$ cat src/rtl/wbank_pkg.sv
package wbank_pkg;
  localparam int ROM_BANK_W = 9;
  localparam int RAM_BANK_W = 4;
  localparam int ROM_OFS_W  = 14;
  localparam int RAM_OFS_W  = 13;
  localparam logic [7:0] RAM_EN_KEY = 8'h0A;

  typedef enum logic [2:0] {
    SEL_NONE,
    SEL_RAM_EN,
    SEL_ROM_LO,
    SEL_ROM_HI,
    SEL_RAM_BANK
  } reg_sel_e;

  // Register window from address bits 15:12
  function automatic reg_sel_e decode_reg(input logic [3:0] nib);
    case (nib)
      4'h0, 4'h1: decode_reg = SEL_RAM_EN;
      4'h2:       decode_reg = SEL_ROM_LO;
      4'h3:       decode_reg = SEL_ROM_HI;
      4'h4, 4'h5: decode_reg = SEL_RAM_BANK;
      default:    decode_reg = SEL_NONE;
    endcase
  endfunction
endpackage

$ cat src/rtl/wbank_rst_sync.sv
module wbank_rst_sync (
  input  logic clk,
  input  logic rst_n,
  output logic rst_sync_n
);
  logic [1:0] sync_q;

  always_ff @(posedge clk or negedge rst_n) begin
    if (!rst_n) sync_q <= 2'b00;
    else        sync_q <= {sync_q[0], 1'b1};
  end

  assign rst_sync_n = sync_q[1];
endmodule

$ cat src/rtl/wbank_regs.sv
module wbank_regs
  import wbank_pkg::*;
#(
  parameter bit HAS_RAM = 1'b1
) (
  input  logic                  clk,
  input  logic                  rst_n,
  input  logic                  wr_en,
  input  logic [3:0]            addr_hi,
  input  logic [7:0]            wdata,
  output logic [ROM_BANK_W-1:0] rom_bank,
  output logic [RAM_BANK_W-1:0] ram_bank,
  output logic                  ram_en
);
  localparam logic [ROM_BANK_W-1:0] ROM_BANK_RST = ROM_BANK_W'(1);

  reg_sel_e              sel;
  logic                  en_load, lo_load, hi_load, rb_load;
  logic                  ram_en_d;
  logic [ROM_BANK_W-1:0] rom_bank_d;

  always_comb begin
    sel     = decode_reg(addr_hi);
    en_load = wr_en && (sel == SEL_RAM_EN);
    lo_load = wr_en && (sel == SEL_ROM_LO);
    hi_load = wr_en && (sel == SEL_ROM_HI);
    rb_load = wr_en && (sel == SEL_RAM_BANK);
  end

  always_comb begin
    ram_en_d   = (wdata == RAM_EN_KEY);
    rom_bank_d = rom_bank;
    if (lo_load) rom_bank_d[7:0] = wdata;
    if (hi_load) rom_bank_d[8]   = wdata[0];
  end

  always_ff @(posedge clk or negedge rst_n) begin
    if (!rst_n) begin
      ram_en   <= 1'b0;
      rom_bank <= ROM_BANK_RST;
    end else begin
      if (en_load)            ram_en   <= ram_en_d;
      if (lo_load || hi_load) rom_bank <= rom_bank_d;
    end
  end

  generate
    if (HAS_RAM) begin : g_ram_bank
      logic [RAM_BANK_W-1:0] ram_bank_q;
      always_ff @(posedge clk or negedge rst_n) begin
        if (!rst_n)       ram_bank_q <= '0;
        else if (rb_load) ram_bank_q <= wdata[RAM_BANK_W-1:0];
      end
      assign ram_bank = ram_bank_q;
    end else begin : g_no_ram_bank
      logic unused_rb;
      assign unused_rb = rb_load;
      assign ram_bank  = '0;
    end
  endgenerate
endmodule

$ cat src/rtl/wbank_xlate.sv
module wbank_xlate
  import wbank_pkg::*;
#(
  parameter int unsigned ROM_BANKS_FITTED = 64,
  parameter int unsigned RAM_BANKS_FITTED = 4
) (
  input  logic                            cpu_rd,
  input  logic                            cpu_wr,
  input  logic [15:0]                     cpu_addr,
  input  logic [ROM_BANK_W-1:0]           rom_bank,
  input  logic [RAM_BANK_W-1:0]           ram_bank,
  input  logic [7:0]                      rom_rdata,
  input  logic [7:0]                      ram_rdata,
  output logic [ROM_BANK_W+ROM_OFS_W-1:0] rom_addr,
  output logic                            rom_cs,
  output logic [RAM_BANK_W+RAM_OFS_W-1:0] ram_addr,
  output logic                            ram_cs,
  output logic                            ram_we,
  output logic [7:0]                      cpu_rdata
);
  localparam int ROM_LIM_W = ROM_BANK_W + 1;
  localparam int RAM_LIM_W = RAM_BANK_W + 1;
  localparam logic [ROM_LIM_W-1:0] ROM_LIMIT = ROM_LIM_W'(ROM_BANKS_FITTED);
  localparam logic [RAM_LIM_W-1:0] RAM_LIMIT = RAM_LIM_W'(RAM_BANKS_FITTED);

  logic                  in_switch, rom_ok, ram_win, ram_ok;
  logic [ROM_BANK_W-1:0] eff_bank;

  always_comb begin
    in_switch = cpu_addr[14];
    rom_ok    = ({1'b0, rom_bank} < ROM_LIMIT);
    ram_ok    = ({1'b0, ram_bank} < RAM_LIMIT);
    ram_win   = (cpu_addr[15:13] == 3'b101);
    eff_bank  = in_switch ? rom_bank : '0;
    rom_addr  = {eff_bank, cpu_addr[ROM_OFS_W-1:0]};
    ram_addr  = {ram_bank, cpu_addr[RAM_OFS_W-1:0]};
    rom_cs    = cpu_rd && !cpu_addr[15] && (!in_switch || rom_ok);
    ram_cs    = (cpu_rd || cpu_wr) && ram_win && ram_ok;
    ram_we    = cpu_wr && ram_win && ram_ok;
    if (rom_cs)                cpu_rdata = rom_rdata;
    else if (ram_cs && cpu_rd) cpu_rdata = ram_rdata;
    else                       cpu_rdata = 8'h00;
  end
endmodule

$ cat src/rtl/wbank_mapper.sv
module wbank_mapper
  import wbank_pkg::*;
#(
  parameter int unsigned ROM_BANKS_FITTED = 64,
  parameter int unsigned RAM_BANKS_FITTED = 4
) (
  input  logic        clk,
  input  logic        rst_n,
  input  logic        cpu_rd,
  input  logic        cpu_wr,
  input  logic [15:0] cpu_addr,
  input  logic [7:0]  cpu_wdata,
  output logic [7:0]  cpu_rdata,
  input  logic [7:0]  rom_rdata,
  input  logic [7:0]  ram_rdata,
  output logic [22:0] rom_addr,
  output logic        rom_cs,
  output logic [16:0] ram_addr,
  output logic        ram_cs,
  output logic        ram_we,
  output logic        ram_en
);
  localparam bit HAS_RAM = (RAM_BANKS_FITTED > 0);

  logic                  rst_sync_n;
  logic [ROM_BANK_W-1:0] rom_bank;
  logic [RAM_BANK_W-1:0] ram_bank;

  wbank_rst_sync u_rst (
    .clk        (clk),
    .rst_n      (rst_n),
    .rst_sync_n (rst_sync_n)
  );

  wbank_regs #(.HAS_RAM(HAS_RAM)) u_regs (
    .clk      (clk),
    .rst_n    (rst_sync_n),
    .wr_en    (cpu_wr),
    .addr_hi  (cpu_addr[15:12]),
    .wdata    (cpu_wdata),
    .rom_bank (rom_bank),
    .ram_bank (ram_bank),
    .ram_en   (ram_en)
  );

  wbank_xlate #(
    .ROM_BANKS_FITTED (ROM_BANKS_FITTED),
    .RAM_BANKS_FITTED (RAM_BANKS_FITTED)
  ) u_xlate (
    .cpu_rd    (cpu_rd),
    .cpu_wr    (cpu_wr),
    .cpu_addr  (cpu_addr),
    .rom_bank  (rom_bank),
    .ram_bank  (ram_bank),
    .rom_rdata (rom_rdata),
    .ram_rdata (ram_rdata),
    .rom_addr  (rom_addr),
    .rom_cs    (rom_cs),
    .ram_addr  (ram_addr),
    .ram_cs    (ram_cs),
    .ram_we    (ram_we),
    .cpu_rdata (cpu_rdata)
  );
endmodule

$ cat config.mk
export PLATFORM = sky130hd
export DESIGN_NAME = wbank_mapper
export DESIGN_NICKNAME = d
export VERILOG_FILES = /design/src/rtl/wbank_pkg.sv /design/src/rtl/wbank_rst_sync.sv /design/src/rtl/wbank_regs.sv /design/src/rtl/wbank_xlate.sv /design/src/rtl/wbank_mapper.sv
export SDC_FILE = /design/constraint.sdc
export NUM_CORES = 1
export LEC_CHECK = 0
export ABC_AREA = 1
export BUFFER_PORTS_ARGS = -buffer_cell sky130_fd_sc_hd__buf_2
export CAP_MARGIN = 20
export CORE_UTILIZATION = 25
export CTS_BUF_LIST = sky130_fd_sc_hd__clkbuf_8
export CTS_CLUSTER_SIZE = 14
export DETAILED_ROUTE_END_ITERATION = 10
export MAX_ROUTING_LAYER = met4
export SLEW_MARGIN = 20
export SYNTH_ARGS = -nofsm -noshare
export SYNTH_HDL_FRONTEND = slang
export SYNTH_SLANG_ARGS = --single-unit
$ cat constraint.sdc
create_clock -name clk -period 0.8 [get_ports clk]
set_input_delay 0.04 -clock clk [delete_from_list [all_inputs] [get_ports clk]]
set_output_delay 0.04 -clock clk [all_outputs]
set_load 0.02 [all_outputs]
==> results.md, run 1 <==
* First-pass GRT wire length at 5368 um
* GRT Overall Usage at 0.1432
* RSZ-0062 raised after global routing: true
* CP startpoint kind: flop
* Total wire length at 3294 um
* Antenna viol nets, final at 0
* Die ar. at 0.004854 mm^2
* Setup TNS at -8567 ps
* Vias/cell at between 4 and 5
* Yosys warnings at 0
* Starting Density at 0.2611
* Final Skew at 2.558 ps
* Detailed-route via count at 1165
* Layout area overhead at 63.83%
* Critical path buffers and inverters at 1
* Crit. End Element: primary output
* Worst-path cell with the longest stage delay: dfrtp_2
* Fillcell total at 452
* Critical path data required time at 760 ps
* Core area at 0.004384 mm^2
* Boundary Pins at 96
* Initial DRC Count at 40
* Total nets after synthesis at 198
* Register area share after synthesis at 0.3508
* Worst Path Max Fanout at 5
* Port buffer count at just under 60
* Final min period at 1426 ps
* Crit path kind: flop to primary output
* Core Rows at 24
* Final Slew Violations at 0
* Die Wd at 69.67 um
* CTS tree: built
* Final setup fails at 28
* Largest net degree at the start of global routing at 17
* Max cap viols at 0
* Cell repeated most along the worst path: nor2_4
* H-tree depth at 1
* Most common cell after layout, fill and taps aside: buf_2
* DRC at 0
* Die height at 69.67 um
* Power per cell area at 1624 mW/mm^2
* Grt ovf at 0
* Status: finished, violations left
* Detail Placement HPWL at 2273 um
* HP Class: primary input to flop
* Antenna violations before repair at 0
* CTS buffer count at 3
* Number of inserted diodes at 0
* Multi-input gate area at 564.3 um^2
* FF/Latch Area at 404.1 um^2
* Final setup margin at -626.0 ps
* Share of layout cells above drive strength 1 at 0.6227
* Vias in the first global route at around 1200
* Yosys cell types at 19
* Clock Path Buffers at 2
* Violated checks: negative setup slack
* Placer Congestion at 0.7785
* Final worst-path cycle share at 1.783
* Detailed Routing Iterations Pass 1 at 4
* Clock Pin Slew Worst Setup and Hold Paths at about 60 ps
* Yosys reg bits at 16
* Synthesized cell area at approximately 0.0011 mm^2
* Arr. time, crit path at 1390 ps
* Leak at between 0.001 and 0.0015 uW
* Synth Instances at 154
* Max Freq at 701.2 MHz
* Crit path max-delay family: simple AND/OR/NAND/NOR gates
* CP Cell Sequence: nor2_4, nand2_4, nor2_4, nand3_2, nand2_2, buf_6
* Syn Area/Cell at 7.434 um^2
* Clock sinks at 16
* Final Hold Vio Count at 0
* Nets at 265
* Routed WL per cell at 12.11 um
* Worst-Skew Late Latency at 250 ps
* Clock root buffer: clkbuf_8
* Fin util at 0.4278
* Critical Path Max Stage Delay at 420 ps
* Reg2Reg Setup Slack at -200 ps
* Most frequent cells in the layout: buf_2, buf_6, nand2_1
* Max rail drop VDD at 1.060 mV
-- registers in the layout, summed over array words and instances, names as in the netlist --
register	count
u_regs.ram_en	1
u_regs.rom_bank	9
u_regs.ram_bank	4
u_rst.sync_q	2
-- cell families (layout without fill, tap and decap cells) --
| group | Yosys count | after routing | synth area share |
|---|---|---|---|
| flops | 16 | 16 | 0.3508 |
| simple gates | 71 | 74 | 0.2831 |
| buf+inv | 52 | 115 | 0.2754 |
| compound gates | 14 | 14 | 0.08744 |
| other cells | 1 | 1 | 0.003276 |
-- final cells by class --
cell class	instances	share of cell area
Inverter	22	0.04403
Tap cell	52	0.03469
Clock inverter	1	0.002001
Clock buffer	3	0.02201
Timing Repair Buffer	89	0.3809
Sequential cell	16	0.2155
Multi-Input combinational cell	89	0.3009
-- power by group --
| group | total, uW | switching (uW) | internal, uW | leakage, uW |
|---|---|---|---|---|
| clock network | 611 | 271 | 340 | 0.0000269 |
| registers | 1050 | 94.2 | 957 | 0.000197 |
| logic | 1380 | 665 | 719 | 0.000791 |
-- metrics by stage --
step                cell area [um^2]  total power (uW)  hold slack (ps)  cells  setup WS, ps
finish                          1876              3046            53.86    272        -626.0
global route                    1876              3245            64.69    272        -690.2
CTS                             1735              2876            51.51    265        -568.5
detailed placement              1456              1962           -172.7    253        -362.7
global placement                1456              1952           -172.8    253        -336.0
floorplan                       1181              1761           -255.6    154        -382.4
-- metal layers --
metal,GRT usage,wire length [um],share of wire
met1,0.1546,1241,0.38
met3,0.03198,260,0.079
met5,-,0,0
met4,0.07556,94,0.029
met2,0.2449,1697,0.52
-- worst reg2reg max path, stage by stage, from the launching register on --
cell and delay, ps:
dfrtp_2 420, buf_4 140, buf_6 110, buf_6 110
nand2_1 40, o21ai_1 60
-- worst paths after layout --
kind / from / endpoint / depth (start not counted)
max: u_regs.ram_bank[3]$_DFFE_PN0P_ / cpu_rdata[2] / 6
min: cpu_wdata[7] / u_regs.rom_bank[7]$_DFFE_PN0P_ / 3
max reg2reg: u_regs.ram_bank[3]$_DFFE_PN0P_ / u_regs.ram_bank[3]$_DFFE_PN0P_ / 5
min reg2reg: u_rst.sync_q[1]$_DFF_PN0_ / u_regs.rom_bank[5]$_DFFE_PN0P_ / 0
max in group asynchronous: u_rst.sync_q[1]$_DFF_PN0_ / u_regs.ram_bank[3]$_DFFE_PN0P_ / 1
min in group asynchronous: rst_n / u_rst.sync_q[0]$_DFF_PN0_ / 2
-- Yosys cell counts --
| cell type | instances | share of area |
|---|---|---|
| and2_1 | 1 | 0.0055 |
| buf_4 | 28 | 0.18 |
| buf_6 | 2 | 0.020 |
| conb_1 | 1 | 0.0033 |
| dfrtp_1 | 15 | 0.33 |
| dfstp_2 | 1 | 0.023 |
| inv_1 | 21 | 0.069 |
| inv_2 | 1 | 0.0033 |
| nand2_1 | 39 | 0.13 |
| nand3_1 | 18 | 0.079 |
| nand3_2 | 1 | 0.0087 |
| nand4_1 | 2 | 0.011 |
| nor2_1 | 5 | 0.016 |
| nor2_2 | 1 | 0.0055 |
| nor2_4 | 2 | 0.020 |
| nor3_1 | 1 | 0.0044 |
| nor4_1 | 1 | 0.0055 |
| o21ai_0 | 6 | 0.026 |
| o21ai_2 | 8 | 0.061 |
-- repair_timing --
action,CTS,global route
setup buffers,6,9
pin swaps,14,13
cloned,3,0
hold buffers,1,0
setup endpoints to repair,25,28
endpoints found under the hold margin,2,0
resized for setup,56,24
No activity file was read; power rests on OpenSTA's default activity.
==> inputs of run 2 (changes only) <==
--- a/config.mk
+++ b/config.mk
@@ -9,7 +9,6 @@
 export BUFFER_PORTS_ARGS = -buffer_cell sky130_fd_sc_hd__buf_2
 export CAP_MARGIN = 20
 export CORE_UTILIZATION = 25
-export CTS_BUF_LIST = sky130_fd_sc_hd__clkbuf_8
 export CTS_CLUSTER_SIZE = 14
 export DETAILED_ROUTE_END_ITERATION = 10
 export MAX_ROUTING_LAYER = met4
==> run 2 against run 1 <==
The run still ends with negative setup slack left. Clock skew grew 0.64 ps. First-iteration DRC count unchanged. Via count barely moved. Non-clock buffer count unchanged. Sequential cell count did not move. Setup slack worse by 0.62 ps. Die area unchanged. Sequential power hardly changed. Global-route usage unchanged. Clock power is 2% higher. Fmax barely moved. Critical path depth unchanged. Critical endpoint unchanged. Largest cell class unchanged.
==> results.md, run 2 (same netlist as run 1, synthesis figures left out) <==
* Die Wd at between 60 and 70 um
* Detail Placement HPWL at roughly 2300 um
* Initial DRC Count at 40
* HP Class: primary input to flop
* Antenna viol nets, final at 0
* Final Slew Violations at 0
* Die ar. at 0.004854 mm^2
* Crit. End Element: primary output
* CTS buffer count at 3
* Final setup fails at 28
* Fillcell total at 452
* Core Rows at 24
* Vias/cell at 4.287
* RSZ-0062 raised after global routing: true
* Final Skew at 3.202 ps
* Starting Density at 0.2611
* Pre-CTS WS at -362.7 ps
* Total wire length at 3295 um
* CTS tree: built
* Detailed Routing Iterations Pass 1 at 4
* Final setup margin at -626.7 ps
* DRC at 0
* Crit path kind: flop to primary output
* Detailed-route via count at roughly 1200
* Hold Slack at 53.86 ps
* First-pass GRT wire length at ~5400 um
* Worst Path Max Fanout at 5
* Max cap viols at 0
* Routed WL per cell at 12.11 um
* Clock root buffer: clkbuf_8
* Arr. time, crit path at 1390 ps
* Critical path data required time at 760 ps
* Leak at 0.001011 uW
* Final Hold Vio Count at 0
* Worst-Skew Late Latency at 250 ps
* Number of inserted diodes at 0
* Nets at 265
* Final min period at ~1400 ps
* Final worst-path cycle share at 1.783
* Clock Path Buffers at 2
* Grt ovf at 0
* FF/Latch Area at 404.1 um^2
* Max Freq at 700.9 MHz
* Most common cell after layout, fill and taps aside: buf_2
* CP startpoint kind: flop
* Share of layout cells above drive strength 1 at 0.6227
* Antenna violations before repair at 0
* GRT Overall Usage at 0.1432
* Placer Congestion at 0.7785
* H-tree depth at 1
* Clock Pin Slew Worst Setup and Hold Paths at 60 ps
* Max rail drop VDD at 1.064 mV
* Most flops, register: u_regs.rom_bank
* Vias in the first global route at about 1200
* Layout area overhead at 63.83%
* Multi-input gate area at 564.3 um^2
* Core area at 0.004384 mm^2
* Violated checks: negative setup slack
* Most frequent cells in the layout: buf_2, buf_6, nand2_1
* Status: finished, violations left
* Clock sinks at 16
* Largest register FFs at 9
* Port buffer count at 59
* Power per cell area at 1632 mW/mm^2
* Largest net degree at the start of global routing at 17
* Die height at 69.67 um
* Boundary Pins at 96
run 2: cell types whose count changed in the layout (fill, tap and decap cells not counted):
cell / delta
clkbuf_1: +1
inv_1: -1
run 2: critical path, stage by stage (launching register included):
cell and delay [ps]:
dfrtp_2 420, nor2_4 120, nand2_4 80, nor2_4 230, nand3_2 110, nand2_2 70, buf_6 110
run 2: metrics by stage:
stage / cells / power [uW] / area, um^2 / TNS [ps] / utilization
2_1_floorplan: 154 / 1761 / 1181 / -3496 / -
3_3_place_gp: 253 / 1952 / 1456 / -3916 / 0.3322
3_5_place_dp: 253 / 1962 / 1456 / -4139 / 0.3322
4_1_cts: 265 / 2888 / 1735 / -7839 / 0.3958
5_1_grt: 272 / 3257 / 1876 / -9848 / 0.4278
6_report: 272 / 3060 / 1876 / -8579 / 0.4278
run 2: area by class of cell:
cell class	count	share of cell area
tap	52	0.03469
clock buffer	4	0.02402
multi-input combinational	89	0.3009
inverter	22	0.04403
sequential	16	0.2155
timing repair buffer	89	0.3809
run 2: worst paths after layout:
| path | startpoint | end | slack, ps | cells after the start |
|---|---|---|---|---|
| max in group asynchronous | u_rst.sync_q[1]$_DFF_PN0_ | u_regs.ram_bank[3]$_DFFE_PN0P_ | 270 | 1 |
| worst min-delay path | cpu_wdata[7] | u_regs.rom_bank[7]$_DFFE_PN0P_ | 50 | 3 |
| worst max register to register | u_regs.ram_bank[3]$_DFFE_PN0P_ | u_regs.ram_bank[3]$_DFFE_PN0P_ | -200 | 5 |
| min in group asynchronous | rst_n | u_rst.sync_q[0]$_DFF_PN0_ | 100 | 2 |
| worst max-delay path | u_regs.ram_bank[3]$_DFFE_PN0P_ | cpu_rdata[2] | -630 | 6 |
| worst min register to register | u_rst.sync_q[1]$_DFF_PN0_ | u_regs.rom_bank[5]$_DFFE_PN0P_ | 110 | 0 |
run 2: power by group:
group	switching, uW	leakage, uW	internal, uW	total (uW)
clock	272	0.0000228	353	625
combinational	665	0.000791	719	1380
sequential	94.2	0.000197	957	1050
total	1030	0.00101	2030	3060
run 2: layer usage:
metal	GRT usage	vias to the layer above	part of all wire
met5	-	-	0
met2	0.2449	60	0.52
met4	0.07556	0	0.029
met1	0.1546	508	0.38
li1	-	585	-
met3	0.03198	13	0.079
run 2: what timing repair did:
item / in CTS / in global routing
gates resized for setup: 56 / 24
gates cloned: 3 / 0
buffers inserted: 6 / 9
hold buffers: 1 / 0
endpoints found under the setup margin: 25 / 28
pin swaps: 14 / 13
endpoints found under the hold margin: 2 / 0
